## src/rtl/can_bt_pkg.sv

```systemverilog
package can_bt_pkg;

    typedef enum logic [1:0] {
        ST_IDLE  = 2'd0,
        ST_RATIO = 2'd1,
        ST_PRESC = 2'd2
    } calc_state_e;

    localparam int WORD_W     = 32;
    localparam int BRP_W      = 10;
    localparam int SJW_W      = 2;
    localparam int TS1_W      = 4;
    localparam int TS2_W      = 3;
    localparam int SEG_W      = 4;

    // Field positions are decoded by the controller that loads the word.
    localparam int BRP_LSB    = 0;
    localparam int SJW_LSB    = 14;
    localparam int TS1_LSB    = 16;
    localparam int TS2_LSB    = 20;
    localparam int SAM_BIT    = 23;

    localparam int QUANTA_NOM = 14;
    localparam int TS1_NOM    = 6;
    localparam int TS2_NOM    = 7;
    localparam int RATIO_MIN  = 3;
    localparam int BRP_MAX    = 1023;

    function automatic logic [WORD_W-1:0] pack_word(
        input logic [BRP_W-1:0] brp,
        input logic [SEG_W-1:0] seg1,
        input logic [SEG_W-1:0] seg2,
        input logic             sam
    );
        logic [WORD_W-1:0] w;
        logic [BRP_W-1:0]  brp_m1;
        logic [SEG_W-1:0]  s1_m1;
        logic [SEG_W-1:0]  s2_m1;
        brp_m1 = brp - 1'b1;
        s1_m1  = seg1 - 1'b1;
        s2_m1  = seg2 - 1'b1;
        w = '0;
        w[BRP_LSB +: BRP_W] = brp_m1;
        w[SJW_LSB +: SJW_W] = '0;
        w[TS1_LSB +: TS1_W] = s1_m1[TS1_W-1:0];
        w[TS2_LSB +: TS2_W] = s2_m1[TS2_W-1:0];
        w[SAM_BIT]          = sam;
        return w;
    endfunction

endpackage

```

## src/rtl/can_bt_divider.sv

```systemverilog
module can_bt_divider #(
    parameter int W = 33
) (
    input  logic         clk,
    input  logic         rst_n,
    input  logic         go,
    input  logic [W-1:0] dividend,
    input  logic [W-1:0] divisor,
    output logic         done,
    output logic [W-1:0] quotient
);
    localparam int CW = $clog2(W + 1);

    typedef struct packed {
        logic          busy;
        logic [CW-1:0] cnt;
        logic [W-1:0]  rem;
        logic [W-1:0]  quo;
        logic [W-1:0]  dvd;
        logic [W-1:0]  dvs;
        logic          done;
    } div_regs_t;

    div_regs_t r_q, r_d;
    logic [W:0] rem_sh;
    logic [W:0] trial;

    always_comb begin
        r_d      = r_q;
        r_d.done = 1'b0;
        rem_sh   = {r_q.rem, r_q.quo[W-1]};
        trial    = rem_sh - {1'b0, r_q.dvs};
        if (go) begin
            r_d.busy = 1'b1;
            r_d.cnt  = CW'(W);
            r_d.rem  = '0;
            r_d.quo  = dividend;
            r_d.dvd  = dividend;
            r_d.dvs  = divisor;
        end else if (r_q.busy) begin
            if (trial[W]) begin
                r_d.rem = rem_sh[W-1:0];
                r_d.quo = {r_q.quo[W-2:0], 1'b0};
            end else begin
                r_d.rem = trial[W-1:0];
                r_d.quo = {r_q.quo[W-2:0], 1'b1};
            end
            r_d.cnt = r_q.cnt - 1'b1;
            if (r_q.cnt == CW'(1)) begin
                r_d.busy = 1'b0;
                r_d.done = 1'b1;
            end
        end
    end

    always_ff @(posedge clk or negedge rst_n) begin
        if (!rst_n) begin
            r_q <= '0;
        end else begin
            r_q <= r_d;
        end
    end

    assign done     = r_q.done;
    assign quotient = r_q.quo;

    AST_DIV_EXACT: assert property (@(posedge clk) disable iff (!rst_n)
        r_q.done |-> ((((2*W)'(r_q.quo) * (2*W)'(r_q.dvs)) + (2*W)'(r_q.rem)) == (2*W)'(r_q.dvd))
                     && (r_q.rem < r_q.dvs));

    AST_DIV_NONZERO: assert property (@(posedge clk) disable iff (!rst_n)
        go |-> (divisor != '0));

endmodule

```

## src/rtl/can_bt_split.sv

```systemverilog
module can_bt_split
    import can_bt_pkg::*;
(
    input  logic [SEG_W-1:0] ratio_lo,
    output logic [SEG_W-1:0] seg1,
    output logic [SEG_W-1:0] seg2
);
    logic [SEG_W-1:0] half;
    logic [SEG_W-1:0] rest;

    always_comb begin
        half = (ratio_lo - 1'b1) >> 1;
        rest = ratio_lo - half - 1'b1;
        if ((half == rest) && (half > SEG_W'(1))) begin
            seg1 = half - 1'b1;
            seg2 = rest + 1'b1;
        end else begin
            seg1 = half;
            seg2 = rest;
        end
    end

endmodule

```

## src/rtl/can_bt_calc.sv

```systemverilog
module can_bt_calc
    import can_bt_pkg::*;
#(
    parameter int CLK_W  = 32,
    parameter int BAUD_W = 20
) (
    input  logic              clk,
    input  logic              rst_n,
    input  logic              start,
    input  logic [CLK_W-1:0]  clk_hz,
    input  logic [BAUD_W-1:0] baud,
    input  logic              triple_sample,
    output logic              ready,
    output logic [31:0]       timing_word,
    output logic              cfg_error
);
    localparam int DW = CLK_W + 1;

    typedef struct packed {
        calc_state_e       state;
        logic [WORD_W-1:0] word;
        logic              err;
        logic              sam;
    } calc_regs_t;

    calc_regs_t r_q, r_d;

    logic          div_go;
    logic [DW-1:0] div_a;
    logic [DW-1:0] div_b;
    logic          div_done;
    logic [DW-1:0] div_q;
    logic [SEG_W-1:0] seg1;
    logic [SEG_W-1:0] seg2;

    can_bt_divider #(.W(DW)) u_div (
        .clk      (clk),
        .rst_n    (rst_n),
        .go       (div_go),
        .dividend (div_a),
        .divisor  (div_b),
        .done     (div_done),
        .quotient (div_q)
    );

    can_bt_split u_split (
        .ratio_lo (div_q[SEG_W-1:0]),
        .seg1     (seg1),
        .seg2     (seg2)
    );

    always_comb begin
        r_d    = r_q;
        div_go = 1'b0;
        div_a  = '0;
        div_b  = '0;
        case (r_q.state)
            ST_IDLE: begin
                if (start) begin
                    r_d.sam = triple_sample;
                    if (baud == '0) begin
                        r_d.err  = 1'b1;
                        r_d.word = '0;
                    end else begin
                        div_go    = 1'b1;
                        div_a     = DW'(clk_hz);
                        div_b     = DW'(baud);
                        r_d.state = ST_RATIO;
                    end
                end
            end
            ST_RATIO: begin
                if (div_done) begin
                    if (div_q < DW'(RATIO_MIN)) begin
                        r_d.err   = 1'b1;
                        r_d.word  = '0;
                        r_d.state = ST_IDLE;
                    end else if (div_q < DW'(QUANTA_NOM)) begin
                        r_d.err   = 1'b0;
                        r_d.word  = pack_word(BRP_W'(1), seg1, seg2, r_q.sam);
                        r_d.state = ST_IDLE;
                    end else begin
                        div_go    = 1'b1;
                        div_a     = div_q + DW'(QUANTA_NOM / 2);
                        div_b     = DW'(QUANTA_NOM);
                        r_d.state = ST_PRESC;
                    end
                end
            end
            ST_PRESC: begin
                if (div_done) begin
                    if ((div_q == '0) || (div_q > DW'(BRP_MAX))) begin
                        r_d.err  = 1'b1;
                        r_d.word = '0;
                    end else begin
                        r_d.err  = 1'b0;
                        r_d.word = pack_word(div_q[BRP_W-1:0], SEG_W'(TS1_NOM),
                                             SEG_W'(TS2_NOM), r_q.sam);
                    end
                    r_d.state = ST_IDLE;
                end
            end
            default: r_d.state = ST_IDLE;
        endcase
    end

    always_ff @(posedge clk or negedge rst_n) begin
        if (!rst_n) begin
            r_q <= '{state: ST_IDLE, word: '0, err: 1'b0, sam: 1'b0};
        end else begin
            r_q <= r_d;
        end
    end

    assign ready       = (r_q.state == ST_IDLE);
    assign timing_word = r_q.word;
    assign cfg_error   = r_q.err;

    AST_READY_DROP: assert property (@(posedge clk) disable iff (!rst_n)
        (ready && start && (baud != '0)) |=> !ready);

    AST_HOLD: assert property (@(posedge clk) disable iff (!rst_n)
        (ready && !start) |=> ($stable(timing_word) && $stable(cfg_error)));

    AST_ERR_ZERO: assert property (@(posedge clk) disable iff (!rst_n)
        (ready && cfg_error) |-> (timing_word == '0));

    AST_SJW_FIXED: assert property (@(posedge clk) disable iff (!rst_n)
        ready |-> (timing_word[SJW_LSB +: SJW_W] == '0));

    AST_SEG_ORDER: assert property (@(posedge clk) disable iff (!rst_n)
        (ready && !cfg_error) |->
            ((timing_word[TS2_LSB +: TS2_W] >= 3'(timing_word[TS1_LSB +: TS1_W]))
             && ((5'(timing_word[TS1_LSB +: TS1_W]) + 5'(timing_word[TS2_LSB +: TS2_W]))
                 <= 5'(QUANTA_NOM - 3))));

endmodule

```

## config.mk

```make
export PLATFORM = sky130hd
export DESIGN_NAME = can_bt_calc
export DESIGN_NICKNAME = d
export VERILOG_FILES = /design/src/rtl/can_bt_pkg.sv /design/src/rtl/can_bt_divider.sv /design/src/rtl/can_bt_split.sv /design/src/rtl/can_bt_calc.sv
export SDC_FILE = /design/constraint.sdc
export NUM_CORES = 1
export LEC_CHECK = 0
export CAP_MARGIN = 20
export CORE_MARGIN = 10
export CORE_UTILIZATION = 40
export CTS_BUF_LIST = sky130_fd_sc_hd__clkbuf_8
export DETAILED_ROUTE_END_ITERATION = 7
export DONT_BUFFER_PORTS = 1
export PLACE_DENSITY_LB_ADDON = 0.25
export SLEW_MARGIN = 20
export SYNTH_ARGS = -nofsm -noshare
export SYNTH_HDL_FRONTEND = slang
export SYNTH_HIERARCHICAL = 1
export SYNTH_SLANG_ARGS = --single-unit
export TNS_END_PERCENT = 5
```

## constraint.sdc

```tcl
create_clock -name clk -period 4.54 [get_ports clk]
set_input_delay 0.454 -clock clk [delete_from_list [all_inputs] [get_ports clk]]
set_output_delay 0.454 -clock clk [all_outputs]
set_load 0.02 [all_outputs]
```

==> flow_summary.toml <==
[run_status]
status = "completed"

[job]
cap_violations = 0

[critical_path]
r2r-end = "timing_word[18]"
critical_path_arrival_ps = 4030
crit_buf_inv = 3
crit_family = "adder cells"
slowest_stage = "dfrtp_1"
cpPeakStageDelay_ps = 610
rr_worst_depth = 14
end_kind = "flop"
rr_startpoint = "u_div/quotient[0]"
path_class = "flop to flop"
path_max_fanout = 14
required_ps = 4880
cp_cell_sequence = "inv_1 -> ha_1 -> xnor2_1 -> inv_1 -> fa_1 -> or3b_1 -> o211ai_2 -> and2_2 -> xnor2_1 -> inv_1 -> ha_1 -> xnor2_1 -> o21ai_0 -> mux2_4"
startpoint_type = "flop"
rrSetupSlack_ps = 850

[drt]
ant_nets = 0
drt_iter0_drc = 459
totalWireLength_um = 23500
vias_per_cell = 5.24
routedWlPerCell_um = 16.2
drc = 0
dr.pass1.iters = 5
vias = 7606

[power]
p_sw_frac = 0.472
p_total_mw = 9.09
p_switching_mw = 4.29
irDropWorstVdd_v = 0.000374
p_clk_frac = 0.122
p_int_mw = 4.80
seq_power_share = 0.240
combPwrFrac = 0.638
powerDensity_nw_per_um2 = 883
p_leak_nw = 4.66

[layout]
layout.nets = 1221
drive_above_1_share = 0.0771
diodes = 0
fin_util = 0.421
syn_to_final_growth_pct = 3.10
fin_area_um2 = 10300
final_cells = 1452
fillers = 2458

[floorplanning]
io_pins = 90
die_h_um = 178
dieWidth_um = 178
initial_core_util = 0.408
rows = 57
core_um2 = 24500
floorplan.die_area_um2 = 31700

[sta]
setup_violations = 0
maxClockFrequency_mhz = 271
tightest_slew_ps = 1090
slew_headroom = 0.267
finClkSkew_ps = 21.4
period_share = 0.813
final-max-slew-violation-count = 0
rsz0062_at_grt = "no"
setup_tns_ps = 0
min_period_ps = 3690
hold_viol_final = 0

[clocking]
clock_sinks = 129
clock_path_buffers = 2
root_buffer = "clkbuf_8"
cts_buffers = 17
cts_resized = 0
ctsHtreeMaxLevel = 4
path_clk_slew_ps = 80
insertion_delay_ps = 460
cts_tree = "done"

[global_routing]
met1_usage = 0.216
grtUsageMet3 = 0.0300
grt_usage = 0.151
grt_max_degree = 130
grt-busiest-layer = "met2"
grt_overflow = 0
antenna_found_initial = 0
grt_pass1_vias = 7408
grt_first_pass_wirelength_um = 39300
grtUsageMet2 = 0.229

[synthesis]
avgSynthCellArea_um2 = 8.44
synthCells = 1182
synth_area_um2 = 9980
yosysWarnings = 6

[hold_path]
hold_path_depth = 1
holdCritStartpoint = "triple_sample"
min_to = "r_q[0]"
hold_class = "input pin to flop"

[place]
place_hpwl_um = 16800
gp_congestion = 0.851
dp.cells = 1418
place_area_um2 = 9820
port_buffers = 0
power groups by stage:
stage | Clock [mW] | Combinational, mW | Sequential [mW]
CTS | 1.15 | 5.82 | 2.18
global placement | 0 | 5.70 | 2.19
detailed placement | 0 | 5.76 | 2.20
global route | 1.19 | 6.50 | 2.27
floorplan | 0 | 5.20 | 1.84
finish | 1.11 | 5.80 | 2.18
layout by cell type, fill, tap and decap left out, types with 17 or more instances in the layout:
cell type and n:
a211oi_1 27, a21oi_1 44, and2_1 17, clkbuf_8 18, conb_1 28, dfrtp_1 128
ha_1 48, inv_1 65, mux2i_1 58, nand2_1 160, nand3_1 28, nand4_1 18
nor2_1 63, nor3_1 19, nor4_1 17, o21ai_0 128, xnor2_1 59, xor2_1 22
state kept, by name, summed over array words and instances, names as in the netlist:
name / flops
cfg_error: 1
u_div/quotient: 33
r_q: 3
u_div/done: 1
timing_word: 18
u_div/r_q: 73
metal layers:
metal | vias to the layer above | wire length (um) | part of all wire
li1 | 3865 | - | -
met1 | 3591 | 11900 | 0.51
met2 | 133 | 10300 | 0.44
met3 | 17 | 899 | 0.038
met4 | 0 | 325 | 0.014
met5 | - | 0 | 0
cell type report:
cell class / count / area, um^2 / area share
multi-input cells: 888 / 5840 / 0.568
flip-flops and latches: 129 / 3230 / 0.314
well taps: 324 / 405 / 0.0394
repair buffers: 15 / 135 / 0.0131
clock buffers: 18 / 248 / 0.0241
clock inverters: 14 / 188 / 0.0182
inverters: 64 / 240 / 0.0233
per-stage QoR:
step | hold slack (ps) | worst slack, ps
finish | 157 | 850
global route | 123 | 584
CTS | 125 | 811
detailed placement | 162 | 836
global placement | 162 | 977
floorplan | 158 | 890
worst reg2reg max path: stages (launching register included):
cell and delay, ps:
dfrtp_1 610, inv_1 150, ha_1 250, xnor2_1 310
inv_1 110, fa_1 460, or3b_1 380, o211ai_2 140
and2_2 200, xnor2_1 150, inv_1 70, ha_1 210
xnor2_1 140, o21ai_0 80, mux2_4 310
how the worst max path moves through the flow:
stage	startpoint	end	cells past startpoint
floorplan	u_div/quotient[8]	u_div/r_q[102]	14
global placement	u_div/quotient[0]	timing_word[18]	14
detailed placement	u_div/quotient[0]	timing_word[18]	14
CTS	u_div/quotient[0]	timing_word[18]	14
global route	r_q[34]	u_div/done	10
finish	u_div/quotient[0]	timing_word[18]	14
repair_timing:
| item | in CTS | in global routing |
|---|---|---|
| endpoints found under the hold margin | 129 | 0 |
| hold buffers | 2 | 0 |
| setup buffers | 0 | 0 |
Power figures use the tool's default switching activity.
